--- src/rtl/dsss_pkg.sv ---
package dsss_pkg;

    localparam int SPS      = 4;
    localparam int CHIPS    = 8;
    localparam int NTAPS    = 17;
    localparam int SAMP_W   = $clog2(SPS * CHIPS);
    localparam int PH_W     = $clog2(SPS);
    localparam int PN_W     = 9;

    typedef struct packed {
        logic        enable;
        logic        src_prbs;
        logic [15:0] div;
    } mod_cfg_t;

    // symmetric square-root raised cosine taps, centre at index NTAPS/2
    function automatic int tap_coef(input int j);
        int k;
        k = (j <= NTAPS / 2) ? j : (NTAPS - 1 - j);
        case (k)
            0:       return -3;
            1:       return -12;
            2:       return -17;
            3:       return -8;
            4:       return 10;
            5:       return 40;
            6:       return 76;
            7:       return 108;
            default: return 120;
        endcase
    endfunction

    function automatic logic [PN_W-1:0] pn_step(input logic [PN_W-1:0] s);
        return {s[PN_W-2:0], s[8] ^ s[4]};
    endfunction

endpackage

--- src/rtl/dsss_regs.sv ---
module dsss_regs
    import dsss_pkg::*;
#(
    parameter int ADDR_W = 4
) (
    input  logic              clk,
    input  logic              rst_n,
    input  logic [ADDR_W-1:0] awaddr,
    input  logic              awvalid,
    output logic              awready,
    input  logic [31:0]       wdata,
    input  logic [3:0]        wstrb,
    input  logic              wvalid,
    output logic              wready,
    output logic              bvalid,
    input  logic              bready,
    input  logic [ADDR_W-1:0] araddr,
    input  logic              arvalid,
    output logic              arready,
    output logic [31:0]       rdata,
    output logic              rvalid,
    input  logic              rready,
    output mod_cfg_t          cfg_o
);

    typedef struct packed {
        mod_cfg_t    cfg;
        logic        bvalid;
        logic        rvalid;
        logic [31:0] rdata;
    } regs_t;

    regs_t q, d;
    logic  wr_go;

    always_comb begin
        d       = q;
        wr_go   = awvalid && wvalid && !q.bvalid;
        awready = wr_go;
        wready  = wr_go;
        arready = !q.rvalid;

        if (wr_go) begin
            d.bvalid = 1'b1;
            if (awaddr == ADDR_W'(0)) begin
                if (wstrb[0]) begin
                    d.cfg.enable   = wdata[0];
                    d.cfg.src_prbs = wdata[1];
                end
            end else if (awaddr == ADDR_W'(4)) begin
                for (int i = 0; i < 16; i++) begin
                    if (wstrb[i / 8]) d.cfg.div[i] = wdata[i];
                end
            end
        end else if (q.bvalid && bready) begin
            d.bvalid = 1'b0;
        end

        if (arvalid && !q.rvalid) begin
            d.rvalid = 1'b1;
            if (araddr == ADDR_W'(0))      d.rdata = {30'd0, q.cfg.src_prbs, q.cfg.enable};
            else if (araddr == ADDR_W'(4)) d.rdata = {16'd0, q.cfg.div};
            else                           d.rdata = 32'd0;
        end else if (q.rvalid && rready) begin
            d.rvalid = 1'b0;
        end
    end

    always_ff @(posedge clk) begin
        if (!rst_n) q <= '0;
        else        q <= d;
    end

    assign bvalid = q.bvalid;
    assign rvalid = q.rvalid;
    assign rdata  = q.rdata;
    assign cfg_o  = q.cfg;

    assert_bvalid_hold_R2: assert property (@(posedge clk) disable iff (!rst_n)
        (bvalid && !bready) |=> bvalid);
    assert_rvalid_hold_R2: assert property (@(posedge clk) disable iff (!rst_n)
        (rvalid && !rready) |=> (rvalid && $stable(rdata)));

endmodule

--- src/rtl/dsss_symsrc.sv ---
module dsss_symsrc
    import dsss_pkg::*;
#(
    parameter logic [CHIPS-1:0] CODE = 8'h6B,
    parameter logic [PN_W-1:0]  SEED = 9'h1FF
) (
    input  logic       clk,
    input  logic       rst_n,
    input  mod_cfg_t   cfg_i,
    input  logic [1:0] ext_dibit_i,
    output logic       ext_take_o,
    output logic       x_valid_o,
    output logic       x_nz_o,
    output logic [1:0] x_neg_o
);

    typedef struct packed {
        logic [15:0]       div_cnt;
        logic [SAMP_W-1:0] samp;
        logic [PN_W-1:0]   lfsr;
        logic [1:0]        enc;
        logic              xv;
        logic              xnz;
        logic [1:0]        xneg;
    } src_t;

    src_t       q, d;
    logic       tick, first;
    logic [1:0] bits, enc_new, enc_cur;
    logic       chip;

    always_comb begin
        d       = q;
        d.xv    = 1'b0;
        tick    = cfg_i.enable && (q.div_cnt >= cfg_i.div);
        first   = (q.samp == '0);
        bits    = cfg_i.src_prbs ? {q.lfsr[PN_W-2], q.lfsr[PN_W-1]} : ext_dibit_i;
        enc_new = bits ^ q.enc;
        enc_cur = first ? enc_new : q.enc;
        chip    = CODE[q.samp[SAMP_W-1:PH_W]];
        ext_take_o = tick && first && !cfg_i.src_prbs;

        if (!cfg_i.enable) begin
            d      = '0;
            d.lfsr = SEED;
        end else if (tick) begin
            d.div_cnt = '0;
            d.samp    = q.samp + 1'b1;
            if (first) begin
                d.enc = enc_new;
                if (cfg_i.src_prbs) d.lfsr = pn_step(pn_step(q.lfsr));
            end
            d.xv   = 1'b1;
            d.xnz  = (q.samp[PH_W-1:0] == '0);
            d.xneg = enc_cur ^ {chip, chip};
        end else begin
            d.div_cnt = q.div_cnt + 1'b1;
        end
    end

    always_ff @(posedge clk) begin
        if (!rst_n) begin
            q      <= '0;
            q.lfsr <= SEED;
        end else begin
            q <= d;
        end
    end

    assign x_valid_o = q.xv;
    assign x_nz_o    = q.xnz;
    assign x_neg_o   = q.xneg;

    assert_pn_nonzero_R9: assert property (@(posedge clk) disable iff (!rst_n)
        q.lfsr != '0);
    assert_enc_within_symbol_R7: assert property (@(posedge clk) disable iff (!rst_n)
        (tick && !first) |=> $stable(q.enc));

endmodule

--- src/rtl/dsss_shaper.sv ---
module dsss_shaper
    import dsss_pkg::*;
#(
    parameter int OUT_W = 12,
    parameter int AMP   = 10
) (
    input  logic                    clk,
    input  logic                    rst_n,
    input  logic                    enable_i,
    input  logic                    x_valid_i,
    input  logic                    x_nz_i,
    input  logic [1:0]              x_neg_i,
    output logic                    out_valid_o,
    output logic signed [OUT_W-1:0] out_i_o,
    output logic signed [OUT_W-1:0] out_q_o
);

    localparam int PEAK = 186 * AMP;

    typedef struct packed {
        logic [NTAPS-1:0] nz;
        logic [NTAPS-1:0] ni;
        logic [NTAPS-1:0] nq;
        logic             ov;
        logic [OUT_W-1:0] oi;
        logic [OUT_W-1:0] oq;
    } shp_t;

    shp_t             q, d;
    logic [NTAPS-1:0] nz_n, ni_n, nq_n;
    int               acc_i, acc_q, t;

    always_comb begin
        d    = q;
        d.ov = 1'b0;
        nz_n = {q.nz[NTAPS-2:0], x_nz_i};
        ni_n = {q.ni[NTAPS-2:0], x_neg_i[0]};
        nq_n = {q.nq[NTAPS-2:0], x_neg_i[1]};
        acc_i = 0;
        acc_q = 0;
        t     = 0;
        for (int j = 0; j < NTAPS; j++) begin
            t = tap_coef(j) * AMP;
            if (nz_n[j]) begin
                acc_i = ni_n[j] ? acc_i - t : acc_i + t;
                acc_q = nq_n[j] ? acc_q - t : acc_q + t;
            end
        end
        if (!enable_i) begin
            d = '0;
        end else if (x_valid_i) begin
            d.nz = nz_n;
            d.ni = ni_n;
            d.nq = nq_n;
            d.ov = 1'b1;
            d.oi = OUT_W'(acc_i);
            d.oq = OUT_W'(acc_q);
        end
    end

    always_ff @(posedge clk) begin
        if (!rst_n) q <= '0;
        else        q <= d;
    end

    assign out_valid_o = q.ov;
    assign out_i_o     = q.oi;
    assign out_q_o     = q.oq;

    assert_valid_follows_R11: assert property (@(posedge clk) disable iff (!rst_n)
        out_valid_o |-> $past(x_valid_i));
    assert_in_range_R4: assert property (@(posedge clk) disable iff (!rst_n)
        out_valid_o |-> (int'(out_i_o) <= PEAK && int'(out_i_o) >= -PEAK &&
                         int'(out_q_o) <= PEAK && int'(out_q_o) >= -PEAK));

endmodule

--- src/rtl/dsss_qpsk_mod.sv ---
module dsss_qpsk_mod
    import dsss_pkg::*;
#(
    parameter int               ADDR_W = 4,
    parameter int               OUT_W  = 12,
    parameter int               AMP    = 10,
    parameter logic [CHIPS-1:0] CODE   = 8'h6B,
    parameter logic [PN_W-1:0]  SEED   = 9'h1FF
) (
    input  logic                    clk,
    input  logic                    rst_n,
    input  logic [ADDR_W-1:0]       s_axi_awaddr,
    input  logic                    s_axi_awvalid,
    output logic                    s_axi_awready,
    input  logic [31:0]             s_axi_wdata,
    input  logic [3:0]              s_axi_wstrb,
    input  logic                    s_axi_wvalid,
    output logic                    s_axi_wready,
    output logic [1:0]              s_axi_bresp,
    output logic                    s_axi_bvalid,
    input  logic                    s_axi_bready,
    input  logic [ADDR_W-1:0]       s_axi_araddr,
    input  logic                    s_axi_arvalid,
    output logic                    s_axi_arready,
    output logic [31:0]             s_axi_rdata,
    output logic [1:0]              s_axi_rresp,
    output logic                    s_axi_rvalid,
    input  logic                    s_axi_rready,
    input  logic [1:0]              ext_dibit_i,
    output logic                    ext_take_o,
    output logic                    samp_valid_o,
    output logic signed [OUT_W-1:0] samp_i_o,
    output logic signed [OUT_W-1:0] samp_q_o
);

    mod_cfg_t   cfg;
    logic       x_valid, x_nz;
    logic [1:0] x_neg;

    assign s_axi_bresp = 2'b00;
    assign s_axi_rresp = 2'b00;

    dsss_regs #(.ADDR_W(ADDR_W)) u_regs (
        .clk     (clk),
        .rst_n   (rst_n),
        .awaddr  (s_axi_awaddr),
        .awvalid (s_axi_awvalid),
        .awready (s_axi_awready),
        .wdata   (s_axi_wdata),
        .wstrb   (s_axi_wstrb),
        .wvalid  (s_axi_wvalid),
        .wready  (s_axi_wready),
        .bvalid  (s_axi_bvalid),
        .bready  (s_axi_bready),
        .araddr  (s_axi_araddr),
        .arvalid (s_axi_arvalid),
        .arready (s_axi_arready),
        .rdata   (s_axi_rdata),
        .rvalid  (s_axi_rvalid),
        .rready  (s_axi_rready),
        .cfg_o   (cfg)
    );

    dsss_symsrc #(.CODE(CODE), .SEED(SEED)) u_src (
        .clk         (clk),
        .rst_n       (rst_n),
        .cfg_i       (cfg),
        .ext_dibit_i (ext_dibit_i),
        .ext_take_o  (ext_take_o),
        .x_valid_o   (x_valid),
        .x_nz_o      (x_nz),
        .x_neg_o     (x_neg)
    );

    dsss_shaper #(.OUT_W(OUT_W), .AMP(AMP)) u_shp (
        .clk         (clk),
        .rst_n       (rst_n),
        .enable_i    (cfg.enable),
        .x_valid_i   (x_valid),
        .x_nz_i      (x_nz),
        .x_neg_i     (x_neg),
        .out_valid_o (samp_valid_o),
        .out_i_o     (samp_i_o),
        .out_q_o     (samp_q_o)
    );

endmodule

--- config.mk ---
export PLATFORM = sky130hd
export DESIGN_NAME = dsss_qpsk_mod
export DESIGN_NICKNAME = d
export VERILOG_FILES = /design/src/rtl/dsss_pkg.sv /design/src/rtl/dsss_regs.sv /design/src/rtl/dsss_symsrc.sv /design/src/rtl/dsss_shaper.sv /design/src/rtl/dsss_qpsk_mod.sv
export SDC_FILE = /design/constraint.sdc
export NUM_CORES = 1
export LEC_CHECK = 0
export ABC_AREA = 1
export ABC_CLOCK_PERIOD_IN_PS = 16500
export BUFFER_PORTS_ARGS = -buffer_cell sky130_fd_sc_hd__buf_4
export CAP_MARGIN = 20
export CORE_MARGIN = 3
export CORE_UTILIZATION = 50
export DETAILED_ROUTE_END_ITERATION = 7
export PLACE_DENSITY_LB_ADDON = 0.1
export SYNTH_ARGS = -nofsm -noshare
export SYNTH_HDL_FRONTEND = slang
export SYNTH_HIERARCHICAL = 1
export SYNTH_SLANG_ARGS = --single-unit
--- constraint.sdc ---
create_clock -name clk -period 16.5 [get_ports clk]
set_input_delay 0 -clock clk [delete_from_list [all_inputs] [get_ports clk]]
set_output_delay 0 -clock clk [all_outputs]
set_load 0.03 [all_outputs]
* Word level (Yosys, flattened, before mapping) *
Memories as Yosys holds them, arrays and structs flattened. A register that Yosys moved wholly into a read port is not among the register bits.
Index checks and enable logic that the tools add are counted.

cells by class
  add/sub/neg operators = 66
  magnitude comparators = 2
  eq/ne operators = 2
  mux-type cells = 81
  bitwise logic cells = 7
  reductions and logical operators = 24

operator list
  kind                    count
  $mux 12                 68
  $add 12x8->12 const B   12
  $sub 12x8->12 const B   12
  $add 12x12->12 const B  6
  $sub 12x12->12 const B  6
  $add 12x10->12 const B  4
  $add 12x11->12 const B  4
  $add 12x9->12 const B   4
  $sub 12x10->12 const B  4
  $sub 12x11->12 const B  4
  $sub 12x9->12 const B   4
  $mux 16                 2
  $mux 25                 1
  $add 12x6->12 const B   2
  $sub 12x6->12 const B   2
  $add 16x1->16 const B   1
  $ge 16x16->1            1
  $eq 4x3->1 const B      2
  $logic_and 1x1->1       8
  $logic_not 4->1         2
  $reduce_and 4->1        2
  $mux 3                  2
  $reduce_and 3->1        2
  $add 5x1->5 const B     1
  other kinds (13)        26

storage, ports and cells
  flip-flop bits (word level) = 161
  ROM bits = 8
  bits of input ports = 53
  output and inout port bits = 67
  memories = 1

memory list
  name              depth  width  read ports  clocked after Yosys merged registers in  write ports  line               RTL
  (name not given)  8      1      1           1                                        0            dsss_symsrc.sv:40  chip = CODE[q.samp[SAMP_W-1:PH_W]];

* Logic depth before layout (Yosys ltp) *
Gate-level depths: netlist (run 1).

  word-level depth = 51
  depth in mapped cells = 111

* Hierarchy *
The synthesis (run 1) kept the hierarchy.

modules (own cells, without submodules)
  module         instances  cells an instance  area each (µm²)  seq. area each (µm²)
  dsss_shaper    1          2730               16111.7          1401.3
  dsss_symsrc    1          289                2157.1           740.7
  dsss_regs      1          244                1785.5           720.7
  dsss_qpsk_mod  1          5                  33.8             0.0

* Worst setup path after synthesis (run 1) *
Ideal clock, no wire load.

  kind = register to register
  from = register u_src.q (netlist bit u_src/x_nz_o)
  to = register u_shp.q (netlist bit u_shp/out_i_o[11])
  setup time = 117 ps
  arrival = 13964 ps
  slack = 2419 ps
  cell stages (with the launch flop) = 98
  period minus slack after synthesis = 14081 ps
  path through = dfxtp_1 > nand2_2 > o21ai_1 > ha_1 > inv_1 > o21ai_0 > o21bai_1 > or2_2 > nand3_1 > o21ai_1 > inv_1 > fa_1 > o21ai_1 > ha_1 > xnor2_1 > or2_2 > nand2_1 > fa_1 > (+62 left out) > ha_1 > nand2_1 > inv_1 > a221oi_1 > nand3_1 > nand3_1 > nand2_1 > ha_1 > a21oi_1 > or2_2 > nand3_1 > xor2_1 > nand3b_1 > nand2_1 > xnor2_1 > nor2_1 > nor2_1 > nor2_1

on the way
  cells in the longest elaborated chain, start to end = 49
  elaborated cells between the ends (all ways) = 65

ends and longest elaborated chain
  element                                                line               RTL
  from (decl)                                            dsss_symsrc.sv:27  src_t q, d;
  $mux 12 (*)                                            dsss_shaper.sv:44  if (nz_n[j]) begin
  $add 12x8->12 / $sub 12x8->12 (equally long branches)  dsss_shaper.sv:45  acc_i = ni_n[j] ? acc_i - t : acc_i + t;
  $mux 12                                                dsss_shaper.sv:45
  $mux 12 (*)                                            dsss_shaper.sv:44
  $add 12x9->12 / $sub 12x9->12 (equally long branches)  dsss_shaper.sv:45
  $mux 12                                                dsss_shaper.sv:45
  $mux 12 (*)                                            dsss_shaper.sv:44
  $add 12x8->12 / $sub 12x8->12 (equally long branches)  dsss_shaper.sv:45
  (+33 left out)                                         -
  $mux 12                                                dsss_shaper.sv:45
  $mux 12 (*)                                            dsss_shaper.sv:44
  $add 12x8->12 / $sub 12x8->12 (equally long branches)  dsss_shaper.sv:45
  $mux 12                                                dsss_shaper.sv:45
  $mux 12 (*)                                            dsss_shaper.sv:44
  $add 12x6->12 / $sub 12x6->12 (equally long branches)  dsss_shaper.sv:45
  $mux 12                                                dsss_shaper.sv:45
  $mux 12 (*)                                            dsss_shaper.sv:44
  to (signal assigned)                                   dsss_shaper.sv:62  if (!rst_n) q <= '0;
  to (signal assigned)                                   dsss_shaper.sv:63  else q <= d;
  to (decl)                                              dsss_shaper.sv:29  shp_t q, d;

Every way passes the cells marked *; elsewhere a longest branch is shown, timed or not.
A chain may end at the register's enable or synchronous reset.

* Worst setup path after layout (run 1) *
  from = register u_src.q (netlist bit u_src/x_nz_o)
  to = register u_shp.q (netlist bit u_shp/out_q_o[11])

on the way
  cells in the longest elaborated chain, start to end = 49
  elaborated cells between the ends (all ways) = 65

ends and longest elaborated chain
  element                                                line               RTL
  $mux 12 (*)                                            dsss_shaper.sv:44
  $add 12x8->12 / $sub 12x8->12 (equally long branches)  dsss_shaper.sv:46  acc_q = nq_n[j] ? acc_q - t : acc_q + t;
  $mux 12                                                dsss_shaper.sv:46
  $mux 12 (*)                                            dsss_shaper.sv:44
  $add 12x9->12 / $sub 12x9->12 (equally long branches)  dsss_shaper.sv:46
  $mux 12                                                dsss_shaper.sv:46
  $mux 12 (*)                                            dsss_shaper.sv:44
  $add 12x8->12 / $sub 12x8->12 (equally long branches)  dsss_shaper.sv:46
  (+33 left out)                                         -
  $mux 12                                                dsss_shaper.sv:46
  $mux 12 (*)                                            dsss_shaper.sv:44
  $add 12x8->12 / $sub 12x8->12 (equally long branches)  dsss_shaper.sv:46
  $mux 12                                                dsss_shaper.sv:46
  $mux 12 (*)                                            dsss_shaper.sv:44
  $add 12x6->12 / $sub 12x6->12 (equally long branches)  dsss_shaper.sv:46
  $mux 12                                                dsss_shaper.sv:46
  $mux 12 (*)                                            dsss_shaper.sv:44

Marked as above.

==> metrics list, run 1 <==
* Most frequent standard cell in the layout excluding fill and tap cells: sky130_fd_sc_hd__nand2_1
- Summed over its instances, the top area cell type makes up 15.1% of the synthesized netlist area.
- Buffers inserted during clock tree synthesis total 17.
* Final Hold Fails: 0
- Library cell appearing most often on the critical path: sky130_fd_sc_hd__nand2_1
- Worst Hold Slack: ~0.039 ns
- For this design the static power due to leakage is 12.3 nW.
- In this run the mean area of a mapped cell was 6.15 µm².
- In this run the remaining antenna-violating nets after routing total 0.
- Hold Path Origin: s_axi_awaddr[1]
- The clock passes through at most 2 buffers.
* Initial cell density of the core: between 50% and 60%
* Number of flops mapped to enable cells by yosys: 0
- Global-route wire length before repair: 90.3 mm
- For the pin with the worst max-slew slack, the measured transition is 1.03 ns.
- After detailed routing, the number of vias per cell comes to between 5 and 6.
- Run status: finished, final reports clean
* Final global-route overflow total: 0
- Category of the critical setup timing path: reg2reg
- The netlist uses 60 different library cells.
- Across every metal layer, demand over resource in global routing totals 25.3%.
- Clk Tree Root Cell: sky130_fd_sc_hd__clkbuf_16
- Headroom to the max-slew limit came out at 31.4%.
- Inst Count DP: 3780
* Iter 0 DRT Violations: ~1300
- Mapped cell area: about 20000 µm²
- In this run the worst hold path is classified as in2reg.
- Total power consumption of the routed design: 796 µW
* Layout filler cell count: 3924
- The floorplan step set the die width to roughly 210 µm.
- Dividing the detail-routed wire length by the instance count gives 13.8 µm.
* N_diodes: 0
- The post-route netlist has 7.67% of its cells at a drive strength greater than 1.
* Post-Place Cell Area: ~21000 µm²
* Period Utilization, post-route: 92.4%
- CP Data Arrival Time: 15.59 ns
- Clock tree skew after final layout: 0.0129 ns
- The slowest stage of the critical path belongs to the cell sky130_fd_sc_hd__fa_1.
* Final Setup Violations: 0
* Fraction of synthesis flops using an asynchronous set or reset pin: 0%
- Deepest level of the CTS H-tree: 4
- The first detailed-routing pass ran for 7 iterations.
* Min setup slack post-route: 1.26 ns
* Leading cell types in the layout, fill and taps excluded: sky130_fd_sc_hd__nand2_1 (806), sky130_fd_sc_hd__nand3_1 (438), sky130_fd_sc_hd__inv_1 (428)
* Power per Cell Area: 35.9 nW/µm²
- Counting flops and latches in the post-synthesis netlist gives 143.
* Stage delay of the slowest cell on the critical path: between 0.5 and 0.6 ns
* Cells on worst reg2reg path: 89
- Die boundary height: 206 µm
- Maximum clock frequency: 0.0656 GHz
- Final Max Slew Viols: 0
- Final weighted congestion in routability-driven placement: 0.942
- For this design, the sink count on the clock tree is ~140.
- Minimum clock period after layout: 15.24 ns
* Die area: between 40000 and 50000 µm²
- Count of input and output buffers: slightly below 80
- Setup Total Neg Slack: 0 ns
- Number of warnings issued by yosys: 6
- The path with the worst hold slack has its endpoint at u_regs/cfg_o[4].
* Startpoint of the most critical register-to-register path: u_src/x_nz_o
- RSZ-0062 raised after global routing: true
* Synthesis-to-finish area growth: 10.5%
- The tool flagged a number of max-cap violations equal to 0.
- Floorplan row count: 72
* Top FF cell, synth: sky130_fd_sc_hd__dfxtp_1
- Drt total wl: ~53 mm
* Pin count of the biggest net entering global routing: 74
* Clock tree from TritonCTS: yes
- Half-perimeter wire length after placement: 42.1 mm
* Kind of start point of the critical path: flip-flop
- In the post-synthesis netlist, the biggest area contributors are sky130_fd_sc_hd__nand2_1 (15%), sky130_fd_sc_hd__ha_1 (15%), sky130_fd_sc_hd__dfxtp_1 (14%).
- Setup slack on the worst reg-to-reg path comes out at between 1 and 1.5 ns.
- The biggest area contributor in the post-synthesis netlist is sky130_fd_sc_hd__nand2_1.
* NumNets Final: about 3700
- In this run the worst path has a maximum fanout of 10.
- # DRC: 0
- Via count of the first global-routing pass: 19500
- Post-route insts no fill: 3880
- The number of antenna violations at the first check in global routing was 0.
* Worst r2r dst: u_shp/out_q_o[11]
- IO Count: 120
- At the placement stage, the worst setup path has a slack of approximately 0.77 ns.
- Vias after detailed routing: 20700
- Layout Utilization: 56.7%
* Worst hold path cell count: 6
- Clock network latency to the later pin of the worst-skew pair: around 0.46 ns
- Critical path required time: 16.85 ns
- VDD sags by at most between 0.08 and 0.09 mV.
- For this run, the register share of the synthesized area comes to 14.3%.
- Synthesized instance count: between 3000 and 4000
* Register clock-pin slew on the reported worst setup and hold paths: 0.07 ns
- Worst setup EP type: flip-flop
- Standard cell core area: 39200 µm²
- The finished cells cover ~22000 µm².
==> worst max path at each step <==
stage,start,endpoint,slack [ns]
after detailed placement,u_src/x_nz_o,u_shp/out_i_o[11],0.77
final,u_src/x_nz_o,u_shp/out_q_o[11],1.26
after global placement,u_src/x_nz_o,u_shp/out_i_o[11],1.03
after CTS,u_src/x_nz_o,u_shp/out_i_o[11],0.73
after floorplan,u_src/x_nz_o,u_shp/out_i_o[11],2.42
after global routing,u_shp/nz_n[1],u_shp/out_i_o[11],-0.05
==> layer usage <==
| layer | vias up | part of all wire [%] | global-route usage (%) |
|---|---|---|---|
| met5 | - | 0 | 0 |
| met4 | 0 | 2.0 | 6.91 |
| met3 | 77 | 3.1 | 2.99 |
| met2 | 379 | 48 | 44.9 |
| met1 | 9379 | 47 | 32.2 |
| li1 | 10900 | - | - |
==> critical path: cells and delay by family (launching register included) <==
| kind | cells | cell delay (ns) |
|---|---|---|
| compound gates | 16 | 2.88 |
| xor+xnor | 7 | 1.13 |
| fa+ha+maj | 15 | 5.28 |
| buf+inv | 12 | 0.87 |
| flops | 1 | 0.38 |
| simple gates | 39 | 4.54 |
==> kinds of logic after synthesis <==
kind of cell,after synthesis,share of synthesized area [%]
fa+ha+maj,262,17.4
buf+inv,557,11.5
compound gates,527,14.5
xor+xnor,115,5.28
simple gates,1661,37.0
other cells,3,0.0561
flops,143,14.3
==> registers in the layout, indices dropped and copies added (netlist names), 2 cells and up <==
name	cells
u_src/q	32
u_regs/cfg_o	18
u_regs/rdata	16
u_shp/ni_n	16
u_shp/nq_n	16
u_shp/nz_n	16
u_shp/out_i_o	11
u_shp/out_q_o	10
u_src/x_neg_o	2
==> Yosys cell counts, types with 14 or more instances <==
cell,instances
sky130_fd_sc_hd__a21oi_1,245
sky130_fd_sc_hd__nand4_1,25
sky130_fd_sc_hd__nand3_1,439
sky130_fd_sc_hd__o21ai_1,21
sky130_fd_sc_hd__ha_1,234
sky130_fd_sc_hd__o21bai_1,16
sky130_fd_sc_hd__nor2_1,217
sky130_fd_sc_hd__fa_1,28
sky130_fd_sc_hd__buf_4,38
sky130_fd_sc_hd__o21ai_0,166
sky130_fd_sc_hd__a211oi_1,17
sky130_fd_sc_hd__and2_1,57
sky130_fd_sc_hd__nor3_1,19
sky130_fd_sc_hd__clkbuf_1,38
sky130_fd_sc_hd__dfxtp_1,143
sky130_fd_sc_hd__nand2_1,806
sky130_fd_sc_hd__or2_2,37
sky130_fd_sc_hd__o31ai_1,14
sky130_fd_sc_hd__xnor2_1,34
sky130_fd_sc_hd__buf_1,15
sky130_fd_sc_hd__nand2_2,14
sky130_fd_sc_hd__xor2_1,77
sky130_fd_sc_hd__inv_1,429
==> where the power goes <==
part           switching [mW]  internal, mW  leakage, nW  total [mW]
combinational          0.0320        0.0224         10.9      0.0545
sequential            0.00212         0.348         1.16       0.350
clock                   0.180         0.212        0.280       0.392
==> cell type report <==
class,count,area (µm²),share of cell area (%)
Clock inverter,15,145,0.654
Inverter,443,1670,7.51
Timing Repair Buffer,157,1340,6.04
Tap cell,518,648,2.92
Sequential cell,143,2880,13.0
Multi-Input combinational cell,2587,15100,68.0
Clock buffer,17,425,1.92
==> what timing repair did <==
action | CTS | global route
gates resized for setup | 0 | 34
buffers inserted | 0 | 3
hold endpoints to repair | 38 | 0
endpoints found under the setup margin | 0 | 2
hold buffers | 65 | 0
No activity file was read; power rests on OpenSTA's default activity.
==> run 2, diff against run 1 <==
Settings changed: BUFFER_PORTS_ARGS -buffer_cell sky130_fd_sc_hd__buf_4 to default, DONT_BUFFER_PORTS from default to 1.
==> run 2 against run 1 <==
Clock skew increased by 0.0019 ns. Sequential power is 2% higher. Global-route usage fell by 0.063 points. Combinational power is 36% lower. Count of clock-buffer cells in the layout increased by 1. Die area unchanged. Fmax grew 0.74%. Core utilization is 1.2 points lower. Register-to-register slack gained 0.11 ns. Setup slack better by 0.11 ns. First-iteration DRC count decreased by 11%. Critical endpoint is now u_shp/out_i_o[11]. Largest power group unchanged.
==> metrics list, run 2 (synthesized netlist as in run 1, its figures left out) <==
- Run status: finished, final reports clean
- The critical path is of the reg2reg type.
* Power per Cell Area: 36.6 nW/µm² (+2.0%)
* Buffering stage count on the worst path with inverters included: 16 (+4)
- Global-route wire length before repair: 90.0 mm (-0.24%)
* Startpoint of the most critical register-to-register path: u_src/x_neg_o[0]
- The TritonCTS buffer count came to 17 (unchanged).
- Clock tree skew after final layout: 0.0148 ns (+0.00187 ns)
* Hold Path End: u_regs/bvalid
- Sw Share: 27.4% (+0.44 points)
* Clock network latency to the later pin of the worst-skew pair: 0.45 ns (about the same)
* Share of total power in combinational logic: 4.4% (-2.4 points)
- The overall die area is 42600 µm² (unchanged).
* Cell family contributing the most delay on the critical path: simple AND/OR/NAND/NOR gates
* Clock network fraction of total power: 50.8% (+1.6 points)
- Antenna violations before repair: 0 (unchanged)
- The slew at the pin closest to its max-slew limit came to 1.00 ns (-0.0236 ns).
- Cell internal pwr: 577 µW (-0.82%)
* Min-delay worst type: in2reg
* Wire length per cell: 14.0 µm (+2.0%)
- Most frequent standard cell in the layout excluding fill and tap cells: sky130_fd_sc_hd__nand2_1
* Half-perimeter wire length after placement: 42.0 mm (-0.34%)
- The reg2reg setup slack was 1.37 ns (+0.11 ns).
* Initial cell density of the core: 51.3% (unchanged)
- The layout cell share with drive strength beyond 1 was 5.53% (-2.1 points).
* Number of sinks handled by clock tree synthesis: 143 (unchanged)
* Vias per Instance: 5.35 (+0.33%)
- Among all stages on the critical path, the largest delay is contributed by sky130_fd_sc_hd__fa_1.
- Maximum fanout along the worst path: 6 (-4)
* Final Hold Fails: 0 (unchanged)
- Slew headroom: 33.0% (+1.6 points)
- The required time at the worst-slack endpoint is 16.84 ns (about the same).
* IO Count: 120 (unchanged)
- The post-layout utilization of the core came to 55.4% (-1.2 points).
* Total routing resource utilization after global routing: 25.2% (-0.063 points)
- The endpoint arrival time on the critical path was 15.46 ns (-0.13 ns).
- TritonCTS built the clock tree.
* Stage delay of the slowest cell on the critical path: 0.43 ns (-0.09 ns)
- The register with the most flip-flops in the final layout is u_src/q.
- Worst hold path cell count: 4 (-2)
* Maximum clock frequency: 0.0661 GHz (+0.74%)
- The part of the cycle the worst path needs was 91.7% (-0.68 points).
* Switching power total: 218 µW (+1.4%)
- Final global-route overflow total: 0 (unchanged)
- The largest vdd supply drop was 0.0630 mV (-25%).
- In this run the clock root is driven by a sky130_fd_sc_hd__clkbuf_16.
- Cells on worst reg2reg path: 99 (+11%)
- Deepest level of the CTS H-tree: 4 (unchanged)
- Drt total wl: 53.5 mm (+0.23%)
* Iter 0 DRT Violations: 1149 (-11%)
* Hold Path Origin: s_axi_awvalid
- Relative to the synthesized area, the layout overhead comes to 8.17%.
* # DRC: 0 (unchanged)
- The cell that appears most often on the critical path is sky130_fd_sc_hd__nand2_1.
* NumNets Final: 3596 (-1.9%)
- STA classifies the critical path endpoint as a flip-flop.
* Layout filler cell count: 3819 (-2.7%)
- Die width: 206 µm (unchanged)
- The overall die height was 206 µm (unchanged).
- Total power consumption of the routed design: 794 µW (-0.22%)
- Standard cell core area: 39200 µm² (unchanged)
- The standby leakage power was 11.9 nW (-2.9%).
* Final weighted congestion in routability-driven placement: 0.871 (-7.5%)
- The number of setup violations in the final report is 0 (unchanged).
- Pin count of the biggest net entering global routing: 62 (-16%)
* Register clock-pin slew on the reported worst setup and hold paths: 0.07 ns (about the same)
- Sequential cell fraction of total power: 44.8% (+0.9 points)
- ANT nets after route: 0 (unchanged)
- Vias after detailed routing: 20400 (-1.4%)
- In this run the critical register-to-register path is captured at u_shp/out_i_o[11].
- The number of antenna repair diodes was 0 (unchanged).
- The final critical-path required period was 15.13 ns (-0.112 ns).
- Detailed-router iteration count before antenna repair: 6 (-1)
- Number of buffers between clock root and the deepest sink: 2 (unchanged)
- The worst setup path is launched from a flip-flop.
- Flip-flop count of the largest register, all copies and words added: 32 (unchanged)
- The number of max-capacitance violations reported was 0 (unchanged).
- Via count of the first global-routing pass: 19200 (-1.4%)
- Leading cell types in the layout, fill and taps excluded: sky130_fd_sc_hd__nand2_1 (806), sky130_fd_sc_hd__nand3_1 (439), sky130_fd_sc_hd__inv_1 (427)
* Floorplan row count: 72 (unchanged)
* Final Max Slew Viols: 0 (unchanged)
- Count of input and output buffers: 0 (-100%)
[run 2: cell type report]
| type | instances | area, µm² | share of cell area (%) |
|---|---|---|---|
| Multi-Input combinational cell | 2587 | 15100 | 69.4 |
| Sequential cell | 143 | 2870 | 13.2 |
| Inverter | 443 | 1670 | 7.69 |
| Timing Repair Buffer | 89 | 857 | 3.94 |
| Tap cell | 518 | 648 | 2.98 |
| Clock buffer | 18 | 429 | 1.98 |
| Clock inverter | 14 | 169 | 0.777 |
[run 2: stage by stage]
stage	hold slack (ns)	setup TNS, ns	area [µm²]	cells	setup WS (ns)
6_report	0.273	0	21700	3812	1.37
5_1_grt	0.324	-0.00796	21700	3812	-0.00796
4_1_cts	0.211	0	21600	3806	0.928
3_5_place_dp	0.124	0	20200	3703	0.940
3_3_place_gp	0.121	0	20200	3703	1.07
2_1_floorplan	0.138	0	20200	3287	2.42
[run 2: power groups by stage]
| stage | clock, mW | combinational [mW] | sequential (mW) |
|---|---|---|---|
| 3_5_place_dp | 0 | 0.0245 | 0.364 |
| 4_1_cts | 0.416 | 0.0329 | 0.356 |
| 2_1_floorplan | 0 | 0.0277 | 0.364 |
| 5_1_grt | 0.429 | 0.0378 | 0.356 |
| 3_3_place_gp | 0 | 0.0242 | 0.364 |
| 6_report | 0.403 | 0.0349 | 0.356 |
[run 2: routing by layer]
layer  global-route usage [%]  vias up  part of all wire (%)
met2                     43.9      424                    47
met4                     7.25        0                   2.5
met1                     32.8     9185                    47
met3                     2.93       73                   3.9
li1                         -    10700                     -
met5                        0        -                     0
[run 2: what timing repair did]
item / in CTS / in global routing
resized for setup: 0 / 27
hold buffers: 71 / 0
setup buffers: 0 / 5
setup endpoints to repair: 0 / 2
hold endpoints to repair: 44 / 0
[run 2: worst min-delay path: stages]
cell                      delay, ns
sky130_fd_sc_hd__nand3_2       0.15
sky130_fd_sc_hd__inv_1         0.30
sky130_fd_sc_hd__nor2_1        0.17
sky130_fd_sc_hd__nor2_1        0.05
[run 2: worst max path at each step]
stage                          start                 to  depth (start not counted)
floorplan               u_src/x_nz_o  u_shp/out_i_o[11]                         97
global placement    u_src/x_neg_o[0]  u_shp/out_i_o[11]                         98
detailed placement     u_shp/nz_n[1]  u_shp/out_i_o[11]                        100
CTS                    u_shp/nz_n[1]  u_shp/out_i_o[11]                         99
global route            u_src/x_nz_o  u_shp/out_q_o[11]                         93
finish              u_src/x_neg_o[0]  u_shp/out_i_o[11]                         99
